$ cat src/rtl/idec_pkg.sv
package idec_pkg;
    localparam int WORD_W  = 16;
    localparam int BYTE_W  = 8;
    localparam int OFF_W   = 10;
    localparam int DISP_W  = 32;
    localparam int CLASS_N = 6;
    localparam int LEN_W   = 3;

    localparam int CL_ALU   = 0;
    localparam int CL_LOAD  = 1;
    localparam int CL_STORE = 2;
    localparam int CL_BR    = 3;
    localparam int CL_CALL  = 4;
    localparam int CL_SPEC  = 5;

    localparam logic [3:0] BR_OP_MAX = 4'd9;

    typedef enum logic [1:0] {
        FMT_REG  = 2'd0,
        FMT_SIMM = 2'd1,
        FMT_BR   = 2'd2
    } fmt_e;

    typedef struct packed {
        fmt_e                fmt;
        logic [7:0]          opcode;
        logic [3:0]          reg_a;
        logic [3:0]          reg_b;
        logic [7:0]          imm8;
        logic [DISP_W-1:0]   disp;
        logic [LEN_W-1:0]    len;
        logic                ext32;
        logic                ext16;
        logic                illegal;
        logic [CLASS_N-1:0]  op_class;
    } dec_t;
endpackage

$ cat src/rtl/idec_fields.sv
module idec_fields
    import idec_pkg::*;
(
    input  logic [WORD_W-1:0] word,
    output fmt_e              fmt,
    output logic [7:0]        opcode,
    output logic [3:0]        reg_a,
    output logic [3:0]        reg_b,
    output logic [7:0]        imm8,
    output logic [DISP_W-1:0] disp
);
    localparam int SEXT_W = DISP_W - OFF_W - 1;

    always_comb begin
        opcode = '0;
        reg_a  = '0;
        reg_b  = '0;
        imm8   = '0;
        disp   = '0;
        unique case (word[15:14])
            2'b11: begin
                fmt    = FMT_BR;
                opcode = {4'd0, word[13:10]};
                disp   = {{SEXT_W{word[OFF_W-1]}}, word[OFF_W-1:0], 1'b0};
            end
            2'b10: begin
                fmt    = FMT_SIMM;
                opcode = {6'd0, word[13:12]};
                reg_a  = word[11:8];
                imm8   = word[7:0];
            end
            default: begin
                fmt    = FMT_REG;
                opcode = word[15:8];
                reg_a  = word[7:4];
                reg_b  = word[3:0];
            end
        endcase
    end
endmodule

$ cat src/rtl/idec_opinfo.sv
module idec_opinfo
    import idec_pkg::*;
(
    input  logic [7:0]         op,
    output logic               ext32,
    output logic               ext16,
    output logic               bad,
    output logic [CLASS_N-1:0] cls
);
    always_comb begin
        ext32 = 1'b0;
        ext16 = 1'b0;
        bad   = 1'b0;
        cls   = '0;

        case (op) inside
            8'h01, 8'h03, 8'h08, 8'h09, 8'h1a, 8'h1b,
            8'h1d, 8'h1f, 8'h20, 8'h22, 8'h24, 8'h30: ext32 = 1'b1;
            8'h0c, 8'h0d, [8'h36:8'h39]:                ext16 = 1'b1;
            default: ;
        endcase

        case (op) inside
            8'h00, 8'h0f, [8'h16:8'h18], [8'h3a:8'hff]: bad = 1'b1;
            8'h07, 8'h08, 8'h0a, 8'h0c, 8'h1c, 8'h1d,
            8'h21, 8'h22, 8'h36, 8'h38:                 cls[CL_LOAD]  = 1'b1;
            8'h06, 8'h09, 8'h0b, 8'h0d, 8'h1e, 8'h1f,
            8'h23, 8'h24, 8'h37, 8'h39:                 cls[CL_STORE] = 1'b1;
            8'h1a, 8'h25:                               cls[CL_BR]    = 1'b1;
            8'h03, 8'h04, 8'h19:                        cls[CL_CALL]  = 1'b1;
            8'h30, 8'h35:                               cls[CL_SPEC]  = 1'b1;
            default:                                    cls[CL_ALU]   = 1'b1;
        endcase

        if (bad) begin
            ext32 = 1'b0;
            ext16 = 1'b0;
        end
    end
endmodule

$ cat src/rtl/idec_outreg.sv
module idec_outreg
    import idec_pkg::*;
#(
    parameter bit REG_OUT = 1'b1
) (
    input  logic clk,
    input  logic rst_n,
    input  logic in_valid,
    input  dec_t d,
    output logic out_valid,
    output dec_t q
);
    generate
        if (REG_OUT) begin : g_reg
            dec_t q_r;
            logic v_r;
            always_ff @(posedge clk or negedge rst_n) begin
                if (!rst_n) begin
                    q_r <= '0;
                    v_r <= 1'b0;
                end else begin
                    v_r <= in_valid;
                    if (in_valid) q_r <= d;
                end
            end
            assign q         = q_r;
            assign out_valid = v_r;
        end else begin : g_comb
            assign q         = d;
            assign out_valid = in_valid;
        end
    endgenerate
endmodule

$ cat src/rtl/instr_decoder.sv
module instr_decoder
    import idec_pkg::*;
#(
    parameter bit REG_OUT = 1'b1
) (
    input  logic               clk,
    input  logic               rst_n,
    input  logic               in_valid,
    input  logic [BYTE_W-1:0]  fetch_b0,
    input  logic [BYTE_W-1:0]  fetch_b1,
    output logic               out_valid,
    output logic [1:0]         fmt,
    output logic [7:0]         opcode,
    output logic [3:0]         reg_a,
    output logic [3:0]         reg_b,
    output logic [7:0]         imm8,
    output logic [DISP_W-1:0]  disp,
    output logic [LEN_W-1:0]   len,
    output logic               ext32,
    output logic               ext16,
    output logic               illegal,
    output logic [CLASS_N-1:0] op_class
);
    logic [WORD_W-1:0]  word;
    fmt_e               f_fmt;
    logic [7:0]         f_op;
    logic [3:0]         f_ra, f_rb;
    logic [7:0]         f_imm;
    logic [DISP_W-1:0]  f_disp;
    logic               i_e32, i_e16, i_bad;
    logic [CLASS_N-1:0] i_cls;
    dec_t               dec_d, dec_q;

    assign word = {fetch_b0, fetch_b1};

    idec_fields u_fields (
        .word   (word),
        .fmt    (f_fmt),
        .opcode (f_op),
        .reg_a  (f_ra),
        .reg_b  (f_rb),
        .imm8   (f_imm),
        .disp   (f_disp)
    );

    idec_opinfo u_opinfo (
        .op    (f_op),
        .ext32 (i_e32),
        .ext16 (i_e16),
        .bad   (i_bad),
        .cls   (i_cls)
    );

    always_comb begin
        dec_d        = '0;
        dec_d.fmt    = f_fmt;
        dec_d.opcode = f_op;
        dec_d.reg_a  = f_ra;
        dec_d.reg_b  = f_rb;
        dec_d.imm8   = f_imm;
        dec_d.disp   = f_disp;
        unique case (f_fmt)
            FMT_BR: begin
                dec_d.illegal = (f_op[3:0] > BR_OP_MAX);
                dec_d.op_class[CL_BR] = ~dec_d.illegal;
            end
            FMT_SIMM: begin
                if (f_op[1]) dec_d.op_class[CL_SPEC] = 1'b1;
                else         dec_d.op_class[CL_ALU]  = 1'b1;
            end
            default: begin
                dec_d.ext32    = i_e32;
                dec_d.ext16    = i_e16;
                dec_d.illegal  = i_bad;
                dec_d.op_class = i_bad ? '0 : i_cls;
            end
        endcase
        dec_d.len = dec_d.ext32 ? LEN_W'(6) : (dec_d.ext16 ? LEN_W'(4) : LEN_W'(2));
    end

    idec_outreg #(.REG_OUT(REG_OUT)) u_out (
        .clk       (clk),
        .rst_n     (rst_n),
        .in_valid  (in_valid),
        .d         (dec_d),
        .out_valid (out_valid),
        .q         (dec_q)
    );

    assign fmt      = dec_q.fmt;
    assign opcode   = dec_q.opcode;
    assign reg_a    = dec_q.reg_a;
    assign reg_b    = dec_q.reg_b;
    assign imm8     = dec_q.imm8;
    assign disp     = dec_q.disp;
    assign len      = dec_q.len;
    assign ext32    = dec_q.ext32;
    assign ext16    = dec_q.ext16;
    assign illegal  = dec_q.illegal;
    assign op_class = dec_q.op_class;
endmodule

$ cat config.mk
export PLATFORM = sky130hd
export DESIGN_NAME = instr_decoder
export DESIGN_NICKNAME = d
export VERILOG_FILES = /design/src/rtl/idec_pkg.sv /design/src/rtl/idec_fields.sv /design/src/rtl/idec_opinfo.sv /design/src/rtl/idec_outreg.sv /design/src/rtl/instr_decoder.sv
export SDC_FILE = /design/constraint.sdc
export NUM_CORES = 1
export LEC_CHECK = 0
export ABC_AREA = 1
export BUFFER_PORTS_ARGS = -buffer_cell sky130_fd_sc_hd__buf_4
export CAP_MARGIN = 10
export CORE_MARGIN = 2
export CORE_UTILIZATION = 54
export CTS_CLUSTER_SIZE = 10
export DETAILED_ROUTE_END_ITERATION = 16
export PLACE_DENSITY_LB_ADDON = 0.25
export SKIP_LAST_GASP = 1
export SLEW_MARGIN = 10
export SYNTH_ARGS = -nofsm -noshare
export SYNTH_HDL_FRONTEND = slang
export SYNTH_SLANG_ARGS = --single-unit
$ cat constraint.sdc
create_clock -name clk -period 1.9 [get_ports clk]
set_input_delay 0.285 -clock clk [delete_from_list [all_inputs] [get_ports clk]]
set_output_delay 0.285 -clock clk [all_outputs]
set_load 0.005 [all_outputs]
==> flow_summary_export.csv <==
group,metric,value,unit
clock_tree,h-tree-depth,2,
pwr,cellPowerDensity,718,mW/mm^2
floorplanning,io-pin-count,90,
critical_path,cp_max_fo,13,
finish,final_cell_mix,"101 x nand2_1, 95 x buf_4, 48 x dfrtp_1, 33 x o21ai_0, 28 x nor2_1",
synth,synth_top_family_by_area,"simple AND/OR/NAND/NOR gates",
global_routing,grt_pass1_wl,10400,microns
critical_path,max_stage_delay,0.38,ns
pwr,leakagePower,1.78,nW
finish,antenna_cells,0,
global_routing,grt_max_degree,52,
synth,synth-simple-area-share,29.4,%
timing,fin_crit_sh,86.3,%
finish,drive_gt1_share,29.7,%
critical_path,critPathSlowestCell,"nor2_1",
floorplanning,core,0.00466,sq mm
floorplanning,rows,25,
synth,async_flop_share,100,%
flow_run,drv_cap,0,
timing,maxSlewHeadroom,58.7,%
timing,max_freq,610,MHz
critical_path,cp-end-kind,"flop",
timing,rsz0062_at_grt,"false",
pwr,p_int,1.69,mW
global_routing,antenna_found_initial,0,
finish,finalNetCount,425,
route,drt_wl_total,6360,microns
timing,worst_hold_slack,-0.0236,ns
pwr,switching_share,27.3,%
synth,synth_compound_area_share,10.4,%
pwr,pwr-share-clk,31.2,%
floorplanning,dieArea,0.00533,sq mm
synth,ys.flop_type,"dfrtp_1",
route,wl_per_cell,13.8,microns
synth,syn-mean-instance-area,7.65,sq um
floorplanning,die_height,73.0,microns
place,place_congestion,0.969,
global_routing,grt_use_total,25.1,%
clock_tree,cts_tree,"yes",
timing,final_max_slew_viol_count,0,
pwr,seqPwrFrac,48.6,%
clock_tree,cts_buffers,5,
clock_tree,clk_pin_slew_worst_paths,0.09,ns
synth,yosys_warnings,0,
finish,mostFrequentLayoutCell,"nand2_1",
route,antenna_left,0,
critical_path,reg2reg_depth,2,
clock_tree,clkLatencyLatePin,0.29,ns
critical_path,rrSetupSlack,0.90,ns
global_routing,grt-ovfl-total,0,
timing,finalClockSkew,0,ns
synth,synth_fa_ha_area_share,0,%
critical_path,worst-path-stages,13,
synth,synth_area,0.00257,sq mm
synth,synth-seq-area-share,46.7,%
synth,synthCells,336,
critical_path,cp.arrival,1.83,ns
timing,period_needed,1.64,ns
critical_path,crit_required,2.09,ns
timing,tns,0,ns
synth,synth_edf_count,0,
clock_tree,ctsRootBufferMaster,"clkbuf_8",
synth,synth_xor_area_share,0,%
synth,synth.distinct_cells,28,
run_status,violations,"hold timing",
route,drtIter0Drc,133,
critical_path,crit_end,"u_out.q[0]$_DFFE_PN0P_",
timing,setup_violations,0,
pwr,p_sw,636,uW
global_routing,grt_pass1_vias,2246,
worst_hold_path,hold_path.class,"primary input to async pin",
critical_path,startpoint_type,"primary input",
clock_tree,post-cts-setup-buffer-count,0,
pwr,p_comb_share,20.2,%
synth,muxShareOfSynthArea,0,%
run_status,outcome,"finished with violations",
floorplanning,start_util,55.1,%
critical_path,rr_endpoint,"u_out.q[42]$_DFFE_PN0P_",
place,portBuffers,87,
critical_path,cp-startpoint,"fetch_b0[7]",
clock_tree,ctsHoldBuffers,0,
timing,max_slew.worst_pin.slew,0.619,ns
synth,ys_ff_latch,48,
route,drcViolationCount,0,
route,vias,2373,
finish,fin_cells,461,
critical_path,r2r-start,"u_out.q[42]$_DFFE_PN0P_",
pwr,peakVddDrop,485,uV
critical_path,cp_num_buf_inv,3,
timing,finalHoldViolCount,34,
clock_tree,cts_num_sinks,48,
floorplanning,die_width,73.0,microns
clock_tree,clockBufferDepth,2,
finish,fill_cells,393,
critical_path,cpLargestDelayFamily,"simple AND/OR/NAND/NOR gates",
critical_path,path_class,"primary input to flop",
finish,fin_util,69.6,%
route,first_pass_iters,4,
place,dp_hpwl,4860,microns
route,vias_per_cell,5.15,
clock_tree,cts-resized-gates,0,
critical_path,path_cells,"buf_4, inv_2, nand2_1, nor2_1, inv_1, nor2_1, nand3_1, nand2_1, nor2_1, nand2_1, nor2_1, nand3_1, nand2_1",
place,placed_area,0.00313,sq mm
finish,postLayoutCellArea,0.00324,sq mm
place,dp.cells,453,
finish,syn2layout_area_growth,26.2,%
Yosys cell counts (all sizes together) (2+ instances only):
master,n,area (sq um)
nand2,104,398
dfrtp,48,1200
o21ai,37,189
nor2,34,153
inv,31,116
nand3,29,160
buf,26,196
clkbuf,7,26.3
nand4,4,25.0
a21oi,3,15.0
o221ai,3,26.3
nand3b,2,15.0
o211ai,2,15.0
metrics by stage:
step,power (mW),setup WS (ns)
floorplan,1.39,0.404
global placement,1.62,-0.106
detailed placement,1.62,-0.0281
CTS,2.35,0.289
global route,2.45,0.0880
finish,2.33,0.260
power by group through the flow:
stage | sequential, mW | clock, mW | combinational [mW]
floorplan | 1.15 | 0 | 0.236
global placement | 1.15 | 0 | 0.470
detailed placement | 1.15 | 0 | 0.473
CTS | 1.13 | 0.745 | 0.474
global route | 1.14 | 0.784 | 0.525
finish | 1.13 | 0.727 | 0.471
worst min path at each step:
stage,startpoint,cells past startpoint,to
after floorplan,rst_n,0,u_out.out_valid$_DFF_PN0_
after global placement,rst_n,1,u_out.q[14]$_DFFE_PN0P_
after detailed placement,rst_n,1,u_out.q[14]$_DFFE_PN0P_
after CTS,rst_n,1,u_out.q[19]$_DFFE_PN0P_
after global routing,rst_n,1,u_out.q[14]$_DFFE_PN0P_
final,rst_n,1,u_out.q[14]$_DFFE_PN0P_
flip-flops by register name, indices dropped and copies added (netlist names):
name             count
u_out.out_valid      1
u_out.q             47
metal layers:
metal	vias up	wire length (microns)	global-route usage [%]	share of wire, %
met2	68	3210	42.7	50
met5	-	0	0	0
met4	0	144	9.67	2.3
met3	13	216	3.31	3.4
li1	1197	-	-	-
met1	1095	2790	32.4	44
cell families after synthesis:
logic type | count (synthesis)
simple gates | 174
compound gates | 48
flops | 48
buf+inv | 65
other cells | 1
area by class of cell:
type	instances	area, sq um	area share [%]
Clock inverter	3	42.5	1.31
Multi-Input combinational cell	224	1030	31.8
Inverter	32	120	3.70
Timing Repair Buffer	95	713	22.0
Tap cell	54	67.6	2.08
Sequential cell	48	1200	37.0
Clock buffer	5	68.8	2.12
Power figures use the tool's default switching activity.
